### src/rtl/nanq_pkg.sv
package nanq_pkg;

    typedef enum logic [1:0] {
        CLS_OTHER = 2'd0,
        CLS_QNAN  = 2'd1,
        CLS_SNAN  = 2'd2
    } nan_class_e;

    // A signaling NaN is one whose fraction MSB differs from the quiet marker.
    function automatic logic marks_quiet(input logic frac_msb, input logic inv_pol);
        return frac_msb ^ inv_pol;
    endfunction

endpackage

### src/rtl/nanq_classify.sv
module nanq_classify
    import nanq_pkg::*;
#(
    parameter int EXP_W   = 8,
    parameter int FRAC_W  = 23,
    parameter bit SNAN_EN = 1'b1,
    localparam int W      = 1 + EXP_W + FRAC_W
) (
    input  logic [W-1:0] op,
    input  logic         inv_pol,
    output nan_class_e   cls
);
    logic exp_ones;
    logic frac_nz;
    logic is_nan;
    logic is_snan;
    logic is_qnan;

    assign exp_ones = &op[W-2:FRAC_W];
    assign frac_nz  = |op[FRAC_W-1:0];
    assign is_nan   = exp_ones & frac_nz;

    generate
        if (SNAN_EN) begin : g_snan
            assign is_qnan = is_nan &  marks_quiet(op[FRAC_W-1], inv_pol);
            assign is_snan = is_nan & ~marks_quiet(op[FRAC_W-1], inv_pol);
        end else begin : g_nosnan
            assign is_qnan = is_nan;
            assign is_snan = 1'b0;
        end
    endgenerate

    always_comb begin
        if (is_snan)      cls = CLS_SNAN;
        else if (is_qnan) cls = CLS_QNAN;
        else              cls = CLS_OTHER;
    end

endmodule

### src/rtl/nanq_dflt.sv
module nanq_dflt #(
    parameter int EXP_W  = 8,
    parameter int FRAC_W = 23,
    localparam int W     = 1 + EXP_W + FRAC_W
) (
    input  logic         inv_pol,
    output logic [W-1:0] dnan
);
    logic [FRAC_W-1:0] frac_norm;
    logic [FRAC_W-1:0] frac_inv;

    assign frac_norm = {1'b1, {(FRAC_W-1){1'b0}}};
    assign frac_inv  = {1'b0, {(FRAC_W-1){1'b1}}};
    assign dnan      = {1'b0, {EXP_W{1'b1}}, (inv_pol ? frac_inv : frac_norm)};

endmodule

### src/rtl/nanq_quiet.sv
module nanq_quiet
    import nanq_pkg::*;
#(
    parameter int EXP_W  = 8,
    parameter int FRAC_W = 23,
    localparam int W     = 1 + EXP_W + FRAC_W
) (
    input  logic [W-1:0] op,
    input  nan_class_e   cls,
    input  logic         inv_pol,
    input  logic [W-1:0] dnan,
    output logic [W-1:0] qval
);
    logic [W-1:0] qbit;

    assign qbit = W'(1) << (FRAC_W - 1);

    always_comb begin
        if (cls != CLS_SNAN) qval = op;
        else if (inv_pol)    qval = dnan;
        else                 qval = op | qbit;
    end

endmodule

### src/rtl/nanq_unit.sv
module nanq_unit
    import nanq_pkg::*;
#(
    parameter int EXP_W   = 8,
    parameter int FRAC_W  = 23,
    parameter bit SNAN_EN = 1'b1,
    localparam int W      = 1 + EXP_W + FRAC_W
) (
    input  logic         clk,
    input  logic         rst,
    input  logic         in_valid,
    input  logic [W-1:0] in_op,
    input  logic         in_inv_pol,
    output logic         out_valid,
    output logic [1:0]   out_class,
    output logic [W-1:0] out_quiet,
    output logic [W-1:0] out_dnan,
    output logic         out_invalid
);
    nan_class_e   cls_c;
    logic [W-1:0] dnan_c;
    logic [W-1:0] qval_c;
    nan_class_e   cls_q;

    nanq_classify #(.EXP_W(EXP_W), .FRAC_W(FRAC_W), .SNAN_EN(SNAN_EN)) u_classify (
        .op      (in_op),
        .inv_pol (in_inv_pol),
        .cls     (cls_c)
    );

    nanq_dflt #(.EXP_W(EXP_W), .FRAC_W(FRAC_W)) u_dflt (
        .inv_pol (in_inv_pol),
        .dnan    (dnan_c)
    );

    nanq_quiet #(.EXP_W(EXP_W), .FRAC_W(FRAC_W)) u_quiet (
        .op      (in_op),
        .cls     (cls_c),
        .inv_pol (in_inv_pol),
        .dnan    (dnan_c),
        .qval    (qval_c)
    );

    always_ff @(posedge clk) begin
        if (rst) begin
            out_valid   <= 1'b0;
            cls_q       <= CLS_OTHER;
            out_quiet   <= '0;
            out_dnan    <= '0;
            out_invalid <= 1'b0;
        end else begin
            out_valid <= in_valid;
            if (in_valid) begin
                cls_q       <= cls_c;
                out_quiet   <= qval_c;
                out_dnan    <= dnan_c;
                out_invalid <= (cls_c == CLS_SNAN);
            end
        end
    end

    assign out_class = cls_q;

    // a result strobe only follows an accepted operand
    a_r5_valid_follows: assert property (@(posedge clk) disable iff (rst)
        out_valid |-> $past(in_valid));

    // flag and class agree at all times
    a_r9_invalid_class: assert property (@(posedge clk) disable iff (rst)
        out_invalid == (out_class == 2'd2));

    // normal-polarity quieting keeps the operand and sets the quiet bit
    a_r6_quiet_bit: assert property (@(posedge clk) disable iff (rst)
        (out_valid && out_class == 2'd2 && !$past(in_inv_pol))
        |-> (out_quiet == ($past(in_op) | (W'(1) << (FRAC_W - 1)))));

    // inverted-polarity quieting yields the default NaN
    a_r7_quiet_dflt: assert property (@(posedge clk) disable iff (rst)
        (out_valid && out_class == 2'd2 && $past(in_inv_pol))
        |-> (out_quiet == out_dnan));

    // non-signaling operands pass through
    a_r6_pass: assert property (@(posedge clk) disable iff (rst)
        (out_valid && out_class != 2'd2) |-> (out_quiet == $past(in_op)));

    generate
        if (!SNAN_EN) begin : g_chk_nosnan
            // no signaling class is ever reported
            a_r4_no_snan: assert property (@(posedge clk) disable iff (rst)
                out_valid |-> (out_class != 2'd2));
        end
    endgenerate

endmodule

### config.mk
export PLATFORM = sky130hd
export DESIGN_NAME = nanq_unit
export DESIGN_NICKNAME = d
export VERILOG_FILES = /design/src/rtl/nanq_pkg.sv /design/src/rtl/nanq_classify.sv /design/src/rtl/nanq_dflt.sv /design/src/rtl/nanq_quiet.sv /design/src/rtl/nanq_unit.sv
export SDC_FILE = /design/constraint.sdc
export NUM_CORES = 1
export LEC_CHECK = 0
export ABC_CLOCK_PERIOD_IN_PS = 1200
export BUFFER_PORTS_ARGS = -buffer_cell sky130_fd_sc_hd__buf_2
export CAP_MARGIN = 0
export CORE_MARGIN = 3
export CORE_UTILIZATION = 44
export DETAILED_ROUTE_END_ITERATION = 16
export PLACE_DENSITY = 0.8
export REMOVE_ABC_BUFFERS = 1
export SYNTH_ARGS = -nofsm -noshare
export SYNTH_HDL_FRONTEND = slang
export SYNTH_SLANG_ARGS = --single-unit
### constraint.sdc
create_clock -name clk -period 1.2 [get_ports clk]
set_input_delay 0.12 -clock clk [delete_from_list [all_inputs] [get_ports clk]]
set_output_delay 0.12 -clock clk [all_outputs]
set_load 0.005 [all_outputs]
==> results_dict.tcl, run 1 <==
set metrics [dict create \
    ctsHoldBuffers 0 \
    first_iter_violations 91 \
    drt.antenna.violating_nets 0 \
    status "complete, no violations" \
    track_usage 0.165 \
    hold_path_depth 2 \
    cts_resized 0 \
    startpoint "in_op[17]" \
    portBuffers 102 \
    cp-start-kind "input port" \
    vias_per_cell 4.69 \
    ctsHtreeMaxLevel 2 \
    yosysUniqueCellTypes 25 \
    grt_max_degree 24 \
    syn-cell-area_mm2 0.00182 \
    diodes 0 \
    cts_buffers 5 \
    die_y_um 70.3 \
    finalMaxSlewViolations 0 \
    slowest_stage "nor4_1" \
    critical_path_arrival_ns 1.27 \
    std_cell_rows 22 \
    r2r_start "out_dnan[21]" \
    gp_congestion 0.788 \
    worstHoldStart "rst" \
    cp.depth 5 \
    clock-skew-final_ns 0 \
    finalSetupViolations 0 \
    die_x_um 70.3 \
    antenna_found_initial 0 \
    drc_errors 0 \
    fin_crit_sh 0.890 \
    drive_above_1_share 0.603 \
    critPathKind "input port to flop" \
    p_leak_nw 1.22 \
    cpPeakStageDelay_ns 0.37 \
    ys_warn_count 0 \
    final_nets 327 \
    critPathTopFamily "simple AND/OR/NAND/NOR gates" \
    vias 1595 \
    hold_class "input port to flop" \
    dieArea_mm2 0.00495 \
    start_util 0.476 \
    rr_worst_depth 3 \
    rsz0062_at_grt "false" \
    overflow 0 \
    core_mm2 0.00383 \
    yosysSeqAreaShare 0.418 \
    whs_ns 0.0739 \
    fill_cells 349 \
    crit_chain "buf_2 > nor4_1 > nand4_1 > o2111a_1 > a211oi_1" \
    grt_pass1_wl_um 6530 \
    dr.pass1.iters 4 \
    finalSetupTns_ns 0 \
    crit_fanout 4 \
    endpoint_kind "flop" \
    min_period_ns 1.07 \
    cts_tree "built" \
    p_per_area_mw_per_mm2 1230 \
    clock_sinks 38 \
    cts-root-buf "clkbuf_8" \
    cts_buffer_depth 2 \
    synth_area_per_cell_um2 9.15 \
    cap_violations 0 \
    io_pins 104 \
    clock_latency_ns 0.28 \
    critPathBufInv 1 \
    finalHoldViolCount 0 \
    syn_to_final_growth_pct 32.0 \
    postCtsSetupBuffers 0 \
    yosys_register_bits 38 \
    wl_um 4040 \
    synthCells 199 \
    wl_per_cell_um 11.9 \
    max_freq_mhz 936 \
    vdd_drop_max_mv 0.672 \
    dpl.hpwl_um 3180 \
    crit_required_ns 1.41 \
    grt_pass1_vias 1427 \
    clkTransAtPathRegs_ns 0.07 \
]
==> cells by family (layout without fill, tap and decap cells) <==
family          Yosys count  in the layout  synth area share
simple gates             97             97             0.318
buf+inv                  42            135             0.159
flops                    38             38             0.418
compound gates           11             11            0.0495
mux                       9              9            0.0495
other cells               1              1           0.00206
xor+xnor                  1              1           0.00481
==> path summary, 6_finish.rpt <==
| kind | endpoint | slack [ns] |
|---|---|---|
| max | out_quiet[22] | 0.13 |
| min | out_invalid | 0.07 |
| max reg2reg | out_dnan[21] | 0.44 |
| min reg2reg | out_class[0] | 0.47 |
==> metrics by stage <==
| step | area [um2] | util | setup WS [ns] | instances | power, mW |
|---|---|---|---|---|---|
| 3_5_place_dp | 2290 | 0.600 | -0.174 | 332 | 1.94 |
| 3_3_place_gp | 2290 | 0.600 | -0.108 | 332 | 1.93 |
| 5_1_grt | 2400 | 0.628 | 0.0831 | 340 | 3.13 |
| 4_1_cts | 2400 | 0.628 | 0.135 | 340 | 2.99 |
| 6_report | 2400 | 0.628 | 0.132 | 340 | 2.95 |
| 2_1_floorplan | 1540 | - | -0.343 | 159 | 1.60 |
==> worst register-to-register path, stage by stage (launching register included) <==
cell and delay [ns]:
dfxtp_1 0.30, buf_4 0.18, mux2i_1 0.13, nor2_1 0.05
==> metal layers <==
layer  track usage  wire length (um)
met1         0.208              1760
met2         0.266              1830
met3        0.0518               399
met4        0.0511                52
met5             0                 0
==> placed cells by master, fill, tap and decap left out, types with 2 or more instances in the layout <==
| master | synthesis | final |
|---|---|---|
| nand2_1 | 4 | 4 |
| a21oi_1 | 3 | 3 |
| clkbuf_8 | 0 | 5 |
| nor2_1 | 41 | 41 |
| clkinv_2 | 0 | 2 |
| mux2i_1 | 9 | 9 |
| nand4_2 | 2 | 2 |
| nor2_2 | 20 | 20 |
| dfxtp_1 | 38 | 38 |
| inv_1 | 2 | 2 |
| nor4_1 | 6 | 6 |
| nor3_2 | 20 | 20 |
| o21ai_0 | 2 | 2 |
| buf_2 | 3 | 102 |
| nor3_1 | 3 | 3 |
| buf_4 | 30 | 22 |
==> cell usage after synthesis <==
cell / count / area [um2]
o2111a_1: 1 / 11.3
buf_6: 2 / 22.5
buf_4: 30 / 225
nor4_1: 6 / 37.5
a211oi_1: 1 / 7.51
clkbuf_1: 5 / 18.8
o31ai_4: 1 / 21.3
a21oi_1: 3 / 15.0
a2bb2oi_1: 1 / 8.76
nand4_1: 1 / 6.26
nor3_2: 20 / 200
nor3_1: 3 / 15.0
inv_1: 2 / 7.51
conb_1: 1 / 3.75
o21bai_1: 1 / 7.51
xnor2_1: 1 / 8.76
nand4_2: 2 / 25.0
buf_2: 3 / 15.0
o2111ai_1: 1 / 8.76
nor2_1: 41 / 154
dfxtp_1: 38 / 761
o21ai_0: 2 / 10.0
mux2i_1: 9 / 90.1
nor2_2: 20 / 125
nand2_1: 4 / 15.0
==> power by group <==
part           leakage, nW  switching [mW]  internal [mW]
Combinational        0.849           0.262          0.264
Clock               0.0579           0.434          0.611
Sequential           0.315          0.0379           1.34
Total                 1.22           0.735           2.22
==> sequential cells by signal, summed over array words and instances (netlist names) <==
signal	flops
out_valid	1
out_class	1
out_quiet	32
out_invalid	1
out_dnan	3
==> cell type report <==
type | instances | area (um2) | share of cell area
Tap cell | 48 | 60.1 | 0.0250
Timing Repair Buffer | 125 | 696 | 0.289
Inverter | 2 | 7.51 | 0.00312
Clock inverter | 3 | 40.0 | 0.0167
Sequential cell | 38 | 761 | 0.317
Clock buffer | 5 | 68.8 | 0.0286
Multi-Input combinational cell | 119 | 771 | 0.321
Note: power is estimated with default switching activity, not from simulation.
==> inputs of run 2 (changes only) <==
--- a/config.mk
+++ b/config.mk
@@ -5,13 +5,13 @@
 export SDC_FILE = /design/constraint.sdc
 export NUM_CORES = 1
 export LEC_CHECK = 0
-export ABC_CLOCK_PERIOD_IN_PS = 1200
+export ABC_CLOCK_PERIOD_IN_PS = 1300
 export BUFFER_PORTS_ARGS = -buffer_cell sky130_fd_sc_hd__buf_2
-export CAP_MARGIN = 0
 export CORE_MARGIN = 3
-export CORE_UTILIZATION = 44
+export CORE_UTILIZATION = 47
+export CTS_CLUSTER_DIAMETER = 120
 export DETAILED_ROUTE_END_ITERATION = 16
-export PLACE_DENSITY = 0.8
+export PLACE_DENSITY = 0.85
 export REMOVE_ABC_BUFFERS = 1
 export SYNTH_ARGS = -nofsm -noshare
 export SYNTH_HDL_FRONTEND = slang
==> constraint.sdc (replaced) <==
create_clock -name clk -period 1.3 [get_ports clk]
set_input_delay 0.13 -clock clk [delete_from_list [all_inputs] [get_ports clk]]
set_output_delay 0.13 -clock clk [all_outputs]
set_load 0.005 [all_outputs]
==> run 2 against run 1 <==
Utilization is 2.9 points higher. Worst hold slack gained 0.034 ns. Power fell by 8.4%. Largest cell class unchanged. Register-to-register slack improved by 0.10 ns. Highest routed layer unchanged. Combinational power decreased by 14%. Sequential power shrank 7%. Routed wire length rose by 0.77%. Critical path depth down 4. Die area shrank 5.9%. Final cell count fell by 4.1%. First-iteration DRC count shrank 48%.
==> results_dict.tcl, run 2 (synthesis gave the netlist of run 1 again) <==
set metrics [dict create \
    status "complete, no violations" \
    p_leak_nw 1.16 \
    overflow 0 \
    final_design_area_no_fill_mm2 0.00231 \
    p_total_mw 2.70 \
    gp_congestion 0.706 \
    fill_cells 311 \
    drc_errors 0 \
    vdd_drop_max_mv 1.02 \
    crit_required_ns 1.17 \
    cts_tree "built" \
    drive_above_1_share 0.589 \
    pwr-share-comb 0.168 \
    timing.final.ws_setup_ns 0.221 \
    clock_sinks 38 \
    p_sw_mw 0.677 \
    dieArea_mm2 0.00466 \
    critPathBufInv 1 \
    route.met3.wl_um 380 \
    cts_buffer_depth 2 \
    crit_chain "buf_2" \
    vias 1531 \
    cpPeakStageDelay_ns 0.49 \
    power_frac_seq 0.474 \
    max_freq_mhz 927 \
    whs_ns 0.108 \
    start_util 0.517 \
    io_pins 104 \
    p_per_area_mw_per_mm2 1170 \
    wl_um 4070 \
    antenna_found_initial 0 \
    cts_buffers 5 \
    finalSetupViolations 0 \
    syn_to_final_growth_pct 27.0 \
    p_int_mw 2.02 \
    diodes 0 \
    final_cells 326 \
    postCtsSetupBuffers 0 \
    grt_max_degree 24 \
    crit_fanout 23 \
    ctsHtreeMaxLevel 2 \
    rsz0062_at_grt "false" \
    drt.antenna.violating_nets 0 \
    die_y_um 68.2 \
    clkPwrFrac 0.358 \
    cp-start-kind "flop" \
    clock-skew-final_ns 0 \
    fin_crit_sh 0.830 \
    regMostFlops "out_quiet" \
    critical_path_arrival_ns 0.95 \
    critPathKind "flop to output port" \
    final_common_cell "buf_2" \
    die_x_um 68.2 \
    finalHoldViolCount 0 \
    dpl.hpwl_um 3240 \
    grt_pass1_vias 1465 \
    std_cell_rows 21 \
    ctsHoldBuffers 0 \
    vias_per_cell 4.70 \
    dpl_worst_slack_ns -0.0469 \
    cap_violations 0 \
    hold_class "input port to flop" \
    postPlaceCellArea_mm2 0.00220 \
    largest_register_ffs 32 \
    clock_latency_ns 0.29 \
    portBuffers 102 \
    track_usage 0.183 \
    cts-root-buf "clkbuf_8" \
    wl_met1_um 1630 \
    final_nets 315 \
    clkTransAtPathRegs_ns 0.08 \
    grt_pass1_wl_um 6400 \
    reg_top3 "out_quiet (32), out_dnan (3)" \
    dr.max_layer_used "met4" \
    dr.pass1.iters 4 \
    min_period_ns 1.08 \
    cts_resized 0 \
    first_iter_violations 47 \
    endpoint_kind "output port" \
    p_sw_frac 0.251 \
    wl_per_cell_um 12.5 \
    mostFrequentLayoutCells "102 x buf_2, 41 x nor2_1, 37 x dfxtp_1, 20 x nor2_2, 20 x nor3_2" \
    dp.cells 318 \
    finalMaxSlewViolations 0 \
    core_mm2 0.00352 \
    slowest_stage "dfxtp_2" \
    critPathTopFamily "flip-flops" \
    routed-wl-met2_um 2020 \
]
-- run 2: worst register-to-register path, cell delays in order, from the launching register on --
cell	delay [ns]
dfxtp_2	0.49
mux2i_1	0.11
nor2_1	0.10
-- run 2: area by class of cell --
| type | instances | area [um2] | share of cell area |
|---|---|---|---|
| flip-flops and latches | 38 | 762 | 0.330 |
| multi-input cells | 119 | 771 | 0.333 |
| well taps | 46 | 57.6 | 0.0249 |
| clock inverters | 3 | 40.0 | 0.0173 |
| clock buffers | 5 | 68.8 | 0.0298 |
| repair buffers | 113 | 606 | 0.262 |
| inverters | 2 | 7.51 | 0.00325 |
-- run 2: power by group through the flow --
stage	clock [mW]	combinational [mW]	sequential, mW
floorplan	0	0.154	1.33
global placement	0	0.452	1.30
detailed placement	0	0.462	1.31
CTS	0.995	0.462	1.28
global route	1.03	0.511	1.29
finish	0.968	0.454	1.28
-- run 2: final timing paths --
kind | startpoint | endpoint | slack (ns) | depth (start not counted)
worst max register to register | out_dnan[21] | out_dnan[21] | 0.54 | 2
worst min-delay path | in_op[26] | out_quiet[26] | 0.11 | 3
worst max-delay path | out_dnan[21] | out_dnan[20] | 0.22 | 1
worst min register to register | out_class[0] | out_class[0] | 0.47 | 2
-- run 2: routing by layer --
| layer | global-route usage | up-vias |
|---|---|---|
| li1 | - | 783 |
| met1 | 0.217 | 686 |
| met2 | 0.308 | 58 |
| met3 | 0.0575 | 4 |
| met4 | 0.0670 | 0 |
| met5 | 0 | - |
-- run 2: metrics by stage --
step	utilization	setup TNS, ns
3_3_place_gp	0.625	-0.00608
5_1_grt	0.657	0
2_1_floorplan	-	-4.24
3_5_place_dp	0.625	-0.0469
4_1_cts	0.656	0
6_report	0.657	0
==> inputs of run 3 (changes only) <==
--- a/config.mk
+++ b/config.mk
@@ -5,13 +5,13 @@
 export SDC_FILE = /design/constraint.sdc
 export NUM_CORES = 1
 export LEC_CHECK = 0
-export ABC_CLOCK_PERIOD_IN_PS = 1300
+export ABC_CLOCK_PERIOD_IN_PS = 1000
 export BUFFER_PORTS_ARGS = -buffer_cell sky130_fd_sc_hd__buf_2
 export CORE_MARGIN = 3
-export CORE_UTILIZATION = 47
+export CORE_UTILIZATION = 44
 export CTS_CLUSTER_DIAMETER = 120
 export DETAILED_ROUTE_END_ITERATION = 16
-export PLACE_DENSITY = 0.85
+export PLACE_DENSITY = 0.8
 export REMOVE_ABC_BUFFERS = 1
 export SYNTH_ARGS = -nofsm -noshare
 export SYNTH_HDL_FRONTEND = slang
==> constraint.sdc (replaced) <==
create_clock -name clk -period 1 [get_ports clk]
set_input_delay 0.1 -clock clk [delete_from_list [all_inputs] [get_ports clk]]
set_output_delay 0.1 -clock clk [all_outputs]
set_load 0.005 [all_outputs]
==> run 3 against run 2 <==
Non-clock buffer count rose by 22. Final cell count grew 7.4%. Sequential share of layout area shrank 3.2 points. Critical endpoint is now out_dnan[18]. Largest cell class is now non-clock buffers. Largest power group unchanged.
==> results_dict.tcl, run 3 (synthesis gave the netlist of run 1 again) <==
set metrics [dict create \
    cts-root-buf "clkbuf_8" \
    ctsHoldBuffers 0 \
    grt_pass1_wl_um 6750 \
    finalSetupViolations 0 \
    p_total_mw 3.63 \
    final_cells 350 \
    cp-start-kind "flop" \
    endpoint_kind "output port" \
    p_sw_frac 0.254 \
    drc_errors 0 \
    dp.cells 342 \
    track_usage 0.169 \
    finalSetupTns_ns 0 \
    fin_crit_sh 0.972 \
    clock_sinks 38 \
    wl_per_cell_um 12.3 \
    dpl.hpwl_um 3280 \
    drive_above_1_share 0.632 \
    mostFrequentLayoutCells "102 x buf_2, 41 x nor2_1, 36 x dfxtp_1, 28 x buf_4" \
    crit_chain "buf_12 > buf_2" \
    p_sw_mw 0.921 \
    cts_tree "built" \
    finalMaxSlewViolations 0 \
    critical_path_arrival_ns 0.87 \
    grt_max_degree 32 \
    rsz0062_at_grt "true" \
    cts_buffer_depth 2 \
    critPathBufInv 2 \
    postPlaceCellArea_mm2 0.00242 \
    antenna_found_initial 0 \
    diodes 0 \
    cts_buffers 5 \
    final_design_area_no_fill_mm2 0.00257 \
    crit_required_ns 0.90 \
    wl_um 4310 \
    cpPeakStageDelay_ns 0.33 \
    power_frac_seq 0.456 \
    dr.pass1.iters 4 \
    vdd_drop_max_mv 0.884 \
    clkTransAtPathRegs_ns 0.08 \
    status "complete, no violations" \
    die_y_um 70.3 \
    p_int_mw 2.71 \
    drt.antenna.violating_nets 0 \
    fill_cells 327 \
    final_common_cell "buf_2" \
    start_util 0.476 \
    first_iter_violations 34 \
    ctsHtreeMaxLevel 2 \
    gp_congestion 0.802 \
    syn_to_final_growth_pct 41.0 \
    slowest_stage "dfxtp_2" \
    vias 1659 \
    clkPwrFrac 0.350 \
    portBuffers 102 \
    postCtsSetupBuffers 0 \
    vias_per_cell 4.74 \
    final_nets 337 \
    die_x_um 70.3 \
    finalHoldViolCount 0 \
    std_cell_rows 22 \
    clock-skew-final_ns 0 \
    core_mm2 0.00383 \
    cap_violations 0 \
    clock_latency_ns 0.29 \
    io_pins 104 \
    min_period_ns 0.972 \
    reg_top3 "out_quiet (32), out_dnan (3)" \
    pwr-share-comb 0.193 \
    largest_register_ffs 32 \
    critPathKind "flop to output port" \
    overflow 0 \
    regMostFlops "out_quiet" \
    critPathTopFamily "flip-flops" \
    p_per_area_mw_per_mm2 1410 \
    grt_pass1_vias 1489 \
    dieArea_mm2 0.00495 \
    p_leak_nw 1.29 \
    hold_class "input port to flop" \
    crit_fanout 23 \
    max_freq_mhz 1030 \
]
## run 3: stage by stage
step	utilization	hold slack, ns	setup WS [ns]
2_1_floorplan	-	0.167	-0.523
3_3_place_gp	0.632	0.360	-0.290
3_5_place_dp	0.632	0.371	-0.368
4_1_cts	0.663	0.0725	0.0144
5_1_grt	0.671	0.0970	-0.0151
6_report	0.671	0.0746	0.0282
## run 3: area by class of cell
cell class	count	area, um2	share of cell area
multi-input combinational	119	807	0.314
clock buffer	5	68.8	0.0268
inverter	2	7.51	0.00292
sequential	38	763	0.297
tap	48	60.1	0.0234
timing repair buffer	135	821	0.320
clock inverter	3	40.0	0.0156
## run 3: worst paths after layout
| check | startpoint | to | slack (ns) | cells after the start |
|---|---|---|---|---|
| worst max-delay path | out_dnan[21] | out_dnan[18] | 0.03 | 2 |
| worst min-delay path | in_op[27] | out_quiet[27] | 0.07 | 3 |
| worst max register to register | out_dnan[21] | out_dnan[21] | 0.24 | 3 |
| worst min register to register | out_quiet[1] | out_quiet[1] | 0.48 | 2 |
## run 3: repair_timing
action                                  in CTS  in global routing
endpoints found under the setup margin      23                 32
gates resized for setup                      2                  5
pin swaps                                    0                  1
## run 3: power by group through the flow
stage	registers, mW	clock network, mW	logic [mW]
2_1_floorplan	1.72	0	0.201
3_3_place_gp	1.69	0	0.685
3_5_place_dp	1.69	0	0.695
4_1_cts	1.66	1.30	0.698
5_1_grt	1.67	1.39	0.764
6_report	1.66	1.27	0.702
## run 3: worst register-to-register path, stage by stage, from the launching register on
cell,delay (ns)
dfxtp_2,0.33
buf_12,0.14
mux2i_1,0.13
nor2_1,0.06
## run 3: layer usage
| metal | up-vias | track usage | share of wire |
|---|---|---|---|
| met2 | 72 | 0.279 | 0.48 |
| met4 | 0 | 0.0745 | 0.014 |
| li1 | 833 | - | - |
| met3 | 6 | 0.0374 | 0.075 |
| met5 | - | 0 | 0 |
| met1 | 748 | 0.208 | 0.43 |
